--- config.mk ---
export PLATFORM = sky130hd
export DESIGN_NAME = fan_lock_supervisor
export DESIGN_NICKNAME = d
export VERILOG_FILES = /design/src/rtl/fan_sup_pkg.sv /design/src/rtl/fan_tick_prescaler.sv /design/src/rtl/fan_lock_timer.sv /design/src/rtl/fan_bridge_map.sv /design/src/rtl/fan_lock_supervisor.sv
export SDC_FILE = /design/constraint.sdc
export NUM_CORES = 1
export LEC_CHECK = 0
export BUFFER_PORTS_ARGS = -buffer_cell sky130_fd_sc_hd__buf_2
export CAP_MARGIN = 20
export CORE_ASPECT_RATIO = 0.6
export CORE_MARGIN = 10
export CORE_UTILIZATION = 50
export DETAILED_ROUTE_END_ITERATION = 8
export HOLD_SLACK_MARGIN = 0.1
export PLACE_DENSITY_LB_ADDON = 0.1
export SYNTH_ARGS = -nofsm -noshare
export SYNTH_HDL_FRONTEND = slang
export SYNTH_HIERARCHICAL = 1
export SYNTH_SLANG_ARGS = --single-unit
--- constraint.sdc ---
create_clock -name clk -period 3.75 [get_ports clk]
set_clock_uncertainty 0.05 [all_clocks]
set_input_delay 0.375 -clock clk [delete_from_list [all_inputs] [get_ports clk]]
set_output_delay 0.375 -clock clk [all_outputs]
set_load 0.05 [all_outputs]
--- src/rtl/fan_sup_pkg.sv ---
package fan_sup_pkg;
  typedef enum logic {ST_RUN = 1'b0, ST_LOCK = 1'b1} sup_state_t;

  typedef struct packed {
    logic hs1;
    logic ls1;
    logic hs2;
    logic ls2;
  } bridge_t;
endpackage

--- src/rtl/fan_tick_prescaler.sv ---
module fan_tick_prescaler #(
  parameter int TICK_DIV = 1000
) (
  input  logic clk,
  input  logic rst,
  input  logic clr,
  output logic tick
);
  localparam int W = (TICK_DIV > 1) ? $clog2(TICK_DIV) : 1;
  localparam logic [W-1:0] LAST = W'(TICK_DIV - 1);

  logic [W-1:0] div_q;

  assign tick = (div_q == LAST);

  always_ff @(posedge clk) begin
    if (rst || clr)  div_q <= '0;
    else if (tick)   div_q <= '0;
    else             div_q <= div_q + 1'b1;
  end
endmodule

--- src/rtl/fan_lock_timer.sv ---
module fan_lock_timer
  import fan_sup_pkg::*;
#(
  parameter int ON_TICKS  = 150000,
  parameter int OFF_TICKS = 1500000
) (
  input  logic       clk,
  input  logic       rst,
  input  logic       tick,
  input  logic       tach_edge,
  input  logic       tsd,
  output sup_state_t state,
  output logic       reload,
  output logic       restart
);
  localparam int CW = $clog2(OFF_TICKS + 1);
  localparam logic [CW-1:0] ON_LAST  = CW'(ON_TICKS - 1);
  localparam logic [CW-1:0] OFF_LAST = CW'(OFF_TICKS - 1);

  logic [CW-1:0] cnt_q;
  logic          run_reload;
  logic          expire;

  assign run_reload = (state == ST_RUN) && tach_edge;
  assign expire     = tick && (cnt_q == ((state == ST_RUN) ? ON_LAST : OFF_LAST));
  assign reload     = tsd || run_reload || expire;

  always_ff @(posedge clk) begin
    if (rst) begin
      state   <= ST_RUN;
      cnt_q   <= '0;
      restart <= 1'b0;
    end else begin
      restart <= 1'b0;
      if (tsd) begin
        state <= ST_RUN;
        cnt_q <= '0;
      end else if (run_reload) begin
        cnt_q <= '0;
      end else if (expire) begin
        cnt_q   <= '0;
        state   <= (state == ST_RUN) ? ST_LOCK : ST_RUN;
        restart <= (state == ST_LOCK);
      end else if (tick) begin
        cnt_q <= cnt_q + 1'b1;
      end
    end
  end
endmodule

--- src/rtl/fan_bridge_map.sv ---
module fan_bridge_map
  import fan_sup_pkg::*;
(
  input  logic       clk,
  input  logic       rst,
  input  sup_state_t state,
  input  logic       hall_pol,
  input  logic       pwm_en,
  input  logic       tsd,
  output bridge_t    legs,
  output logic       tach_low
);
  bridge_t nxt;

  always_comb begin
    nxt = '0;
    if (!tsd) begin
      if (state == ST_RUN && pwm_en) begin
        nxt.hs1 = hall_pol;
        nxt.ls2 = hall_pol;
        nxt.hs2 = !hall_pol;
        nxt.ls1 = !hall_pol;
      end else begin
        nxt.ls2 = hall_pol;
        nxt.ls1 = !hall_pol;
      end
    end
  end

  always_ff @(posedge clk) begin
    if (rst) begin
      legs     <= '0;
      tach_low <= 1'b0;
    end else begin
      legs     <= nxt;
      tach_low <= !hall_pol;
    end
  end
endmodule

--- src/rtl/fan_lock_supervisor.sv ---
module fan_lock_supervisor
  import fan_sup_pkg::*;
#(
  parameter int TICK_DIV  = 1000,
  parameter int ON_TICKS  = 150000,
  parameter int OFF_RATIO = 10
) (
  input  logic clk,
  input  logic rst,
  input  logic hall_pol,
  input  logic pwm_en,
  input  logic tach_edge,
  input  logic tsd_flag,
  output logic out1_hi,
  output logic out1_lo,
  output logic out2_hi,
  output logic out2_lo,
  output logic tach_pull_low,
  output logic restart_pulse
);
  localparam int OFF_TICKS = ON_TICKS * OFF_RATIO;

  logic       tick;
  logic       reload;
  sup_state_t state;
  bridge_t    legs;
  logic       in_lock;

  assign in_lock = (state == ST_LOCK);

  fan_tick_prescaler #(.TICK_DIV(TICK_DIV)) u_pre (
    .clk(clk), .rst(rst), .clr(reload), .tick(tick)
  );

  fan_lock_timer #(.ON_TICKS(ON_TICKS), .OFF_TICKS(OFF_TICKS)) u_tmr (
    .clk(clk), .rst(rst), .tick(tick), .tach_edge(tach_edge), .tsd(tsd_flag),
    .state(state), .reload(reload), .restart(restart_pulse)
  );

  fan_bridge_map u_map (
    .clk(clk), .rst(rst), .state(state), .hall_pol(hall_pol), .pwm_en(pwm_en),
    .tsd(tsd_flag), .legs(legs), .tach_low(tach_pull_low)
  );

  assign out1_hi = legs.hs1;
  assign out1_lo = legs.ls1;
  assign out2_hi = legs.hs2;
  assign out2_lo = legs.ls2;
endmodule

After elaboration in Yosys (flattened, before gate mapping)
Cells that the tools add are included.
{"block": "word_totals", "wordCells": 32, "in_bits": 6, "out_inout_bits": 6, "register_bits": 38}
{"block": "op_classes", "reduce_logical": 13, "bitwise_logic": 4, "mux": 2, "n_addsub": 2, "n_eq_ne": 2}
{"op": "$add 21x1->21 const B", "n": 1}
{"op": "$eq 21x21->1", "n": 1}
{"op": "$mux 21", "n": 1}
{"op": "$add 10x1->10 const B", "n": 1}
{"op": "$eq 10x10->1 const B", "n": 1}
{"op": "$reduce_or 4->1", "n": 2}
{"op": "$not 1->1", "n": 4}
{"op": "$reduce_or 2->1", "n": 2}
{"op": "$logic_and 1x1->1", "n": 3}
{"op": "$logic_or 1x1->1", "n": 3}
{"op": "$reduce_or 3->1", "n": 1}
{"op": "$reduce_and 2->1", "n": 1}
{"op": "$logic_not 1->1", "n": 1}
{"op": "$mux 1", "n": 1}

Depth between registers and ports, before layout
{"block": "logic_depth", "word_depth": 6, "depth_mapped": 12, "ltp_nobuf": 11}

By module
The synthesis kept the hierarchy.
{"module": "fan_lock_timer", "area_per_inst_um2": 1132.3, "cells_per_inst": 123, "seq_area_each_um2": 460.4, "n_inst": 1}
{"module": "fan_tick_prescaler", "area_per_inst_um2": 459.2, "cells_per_inst": 52, "seq_area_each_um2": 200.2, "n_inst": 1}
{"module": "fan_bridge_map", "area_per_inst_um2": 141.4, "cells_per_inst": 12, "seq_area_each_um2": 100.1, "n_inst": 1}

Worst setup path before layout
Ideal clock, no wire load.
{"block": "synth_path", "kind": "register -> register", "startpoint": "register u_pre.div_q[0]", "endpoint": "register u_pre.div_q[3]", "n_path_buf": 1, "setup_ps": 121, "synth_period_minus_slack_ps": 2587, "path_slack_ps": 1163, "required_ps": 3579, "path_stages_with_launch": 13, "arrival_time_ps": 2416, "cell_sequence": "dfxtp_1 ha_1 and4bb_1 nand2_1 nor2_1 nand4_4 a211oi_2 o211ai_2 nand3b_1 or2_2 clkbuf_1 o21bai_2 nor2_1"}
{"block": "synth_via", "elab_chain_cells": 5, "elab_cells_between_ends": 6, "cone_classes": "add/sub: 1; eq/ne: 1; reduce/logical: 4"}
{"element": "from (decl)", "line": "fan_tick_prescaler.sv:12", "text": "logic [W-1:0] div_q;"}
{"element": "from (signal assigned)", "line": "fan_tick_prescaler.sv:19", "text": "else div_q <= div_q + 1'b1;"}
{"element": "$eq 10x10->1", "line": "fan_tick_prescaler.sv:14", "text": "assign tick = (div_q == LAST);"}
{"element": "via tick", "line": "fan_lock_supervisor.sv:23", "text": "logic tick;"}
{"element": "$logic_and 1x1->1", "line": "fan_lock_timer.sv:25", "text": "assign expire = tick && (cnt_q == ((state == ST_RUN) ? ON_LAST : OFF_LAST));"}
{"element": "$logic_or 1x1->1", "line": "fan_lock_timer.sv:26", "text": "assign reload = tsd || run_reload || expire;"}
{"element": "via reload", "line": "fan_lock_supervisor.sv:24", "text": "logic reload;"}
{"element": "$logic_or 1x1->1", "line": "fan_tick_prescaler.sv:17", "text": "if (rst || clr) div_q <= '0;"}
{"element": "$reduce_or 2->1 (no line)"}
The timed path passes the listed nets, and every way through them passes these cells.
A chain may end at the register's enable or synchronous reset.

Final worst setup path
{"block": "layout_path", "startpoint": "register u_pre.div_q[0]", "endpoint": "register u_pre.div_q[5]"}
The elaborated chain is that of the path after synthesis.

==> run metrics <==
Synth area leader dfxtp_1; final wirelength between 3 and 4 mm; top cell family by delay on the critical path simple AND/OR/NAND/NOR gates; reg-to-reg setup timing slack between 0.9 and 1 ns; Post-synth top flop dfxtp_1; Resized cells post-CTS 0; vias per cell 5.16; Seq/Total Area, Yosys 0.439; shortest period the worst path allows between 2 and 3 ns; Worst Setup Start Kind flop; synthesized cell area between 1500 and 2000 µm²; largest net degree at the start of global routing 22; Die Wd roughly 96 µm; top-area cell type share of the netlist area 0.439; drt drc 0; non-filler cells, final ~250; setup bufs post-CTS 0; CP Data Arrival Time between 2 and 3 ns; post-DP HPWL 2.38 mm; Post-synth EDFFs 0; CTS root buffer clkbuf_8; Lkg Pwr around 0.7 nW; CTS buffer count 5; first-pass GRT wire length between 5 and 6 mm; Sink Count 38; Port Buffers 11; I/O Pins 12; CP Class flop to flop; crit path cell chain ha_1 > and4bb_1 > nand2_1 > nor2_1 > nand4_4 > a211oi_2 > o211ai_2 > nand3b_1 > or2_2 > o21bai_2 > nor2_1; Post-Syn Nets 195; Nets ~210; Max-Cap Viols 0; critical path's largest stage delay between 0.4 and 0.5 ns; total track usage 0.110; fmax between 0.3 and 0.4 GHz; r2r startpoint u_pre/div_q[0]; DP Area between 1500 and 2000 µm²; FP Rows 16; synth top area cells dfxtp_1 44%, nor2_1 8.2%, xor2_1 7.1%; slew margin rel. 0.598; Critical path buffers and inverters 0; initial core utilization 0.528; placed cells roughly 240; CTS H-tree depth 2; TritonRoute pass-1 iters 4; status finished, final reports clean; Seq cells post-synth 38; Layout area overhead 11.2%; final worst path period share 0.748; vias in the first global route between 1000 and 1500; hold crit path type input pin to flop; WL per Instance roughly 13 µm; crit-path max FO 6; CP max-delay cell nor2_1; n_diodes 0; Crit. End Element flop; async set-reset flop share out of synthesis 0; height of the die roughly 66 µm; clock tree buffer depth 2; Setup Viol. Count Final 0; worst setup path startpoint u_pre/div_q[0]; Slew @ Worst Pin 0.601 ns; share of cells above drive strength 1 0.158; cell count after synthesis roughly 190; synth cell count leaders 38 x dfxtp_1, 38 x nor2_1, 15 x nand2_1; initial antenna violation count 0; CP required roughly 3.9 ns; RSZ-0062 raised after global routing false; final setup TNS 0 ns; vias about 1300; gr ovfl total 0; Yosys warnings 6; Slew Viols, Final 0; Cell variety after synth 40; GP Congestion 0.847; hold wc startpoint hall_pol; Detail Route Antenna Nets 0; Layout fillers approximately 280; hold-fix buffers at CTS 0; Iter 0 DRT Violations 33; final number of hold-violating endpoints 0; maximum vdd drop 200 µV; design area approximately 1900 µm²; core area between 3000 and 4000 µm²; Mapped Avg Cell Area 9.27 µm²; Worst-path clk slew approximately 0.08 ns; worst skew pair latency roughly 0.3 ns; most frequent cell on the critical path nor2_1; PwrDens about 410 nW/µm²; CTS tree built; die footprint around 6300 µm²
==> cell type report <==
| class | instances | area, µm² | share of cell area |
|---|---|---|---|
| inverter | 3 | 11.3 | 0.00584 |
| clock buffer | 5 | 68.8 | 0.0357 |
| multi-input combinational | 142 | 930 | 0.482 |
| sequential | 38 | 761 | 0.395 |
| tap | 45 | 56.3 | 0.0292 |
| clock inverter | 3 | 45.0 | 0.0234 |
| timing repair buffer | 11 | 55.1 | 0.0286 |
==> cell families (layout without fill, tap and decap cells) <==
kind of cell    count (synthesis)  in the layout  share of synthesized area
simple gates                  104            104                      0.347
flops                          38             38                      0.439
xor+xnor                       25             25                      0.126
compound gates                 10             10                     0.0426
buf+inv                         7             22                     0.0245
fa+ha+maj                       2              2                     0.0144
mux                             1              1                    0.00578
==> per-stage QoR <==
step	power (W)	utilization	hold WS (ns)	setup WS, ns
after global routing	0.000809	0.587	0.259	0.717
final	0.000781	0.587	0.244	0.946
after CTS	0.000793	0.587	0.236	0.956
after global placement	0.000439	0.552	0.390	1.11
after floorplan	0.000433	-	0.368	1.16
after detailed placement	0.000440	0.552	0.397	0.988
==> final timing paths <==
check	to	cells after the start
worst max-delay path	u_pre/div_q[5]	11
worst min register to register	u_pre/div_q[0]	1
worst min-delay path	u_map/legs[1]	2
worst max register to register	u_pre/div_q[5]	11
==> metal layers <==
layer  track usage  share of wire  up-vias
met2         0.135           0.37       25
met4        0.0568          0.019        0
met1         0.157           0.54      574
li1              -              -      669
met5             0              0        -
met3        0.0442          0.069        6
==> flip-flops by register name (all words and copies together) (netlist names) <==
name,count
u_map/legs,4
u_tmr/restart,1
u_tmr/state,1
u_tmr/cnt_q,21
u_pre/div_q,10
u_map/tach_low,1
==> power by group <==
group          switching (W)   total, W  leakage (nW)  internal, W
sequential       0.000000838   0.000406         0.307     0.000406
clock               0.000153   0.000351        0.0504     0.000198
combinational      0.0000174  0.0000239         0.340   0.00000648
==> cells in the final DEF (no fill, tap or decap), types with 2 or more instances in the layout <==
| master | count |
|---|---|
| and4_1 | 2 |
| nand3_1 | 11 |
| or3_1 | 3 |
| nand4_1 | 6 |
| xnor2_1 | 11 |
| nor3_1 | 4 |
| clkbuf_8 | 5 |
| dfxtp_1 | 38 |
| nand2b_1 | 2 |
| nand2_1 | 15 |
| and3_1 | 5 |
| inv_1 | 3 |
| ha_1 | 2 |
| buf_2 | 11 |
| xor2_1 | 14 |
| clkinvlp_4 | 2 |
| a31oi_1 | 2 |
| nand4_4 | 2 |
| o21ai_0 | 2 |
| nor3_4 | 2 |
| nor2_1 | 38 |
| a21oi_1 | 3 |
(Power assumes the default switching activity.)
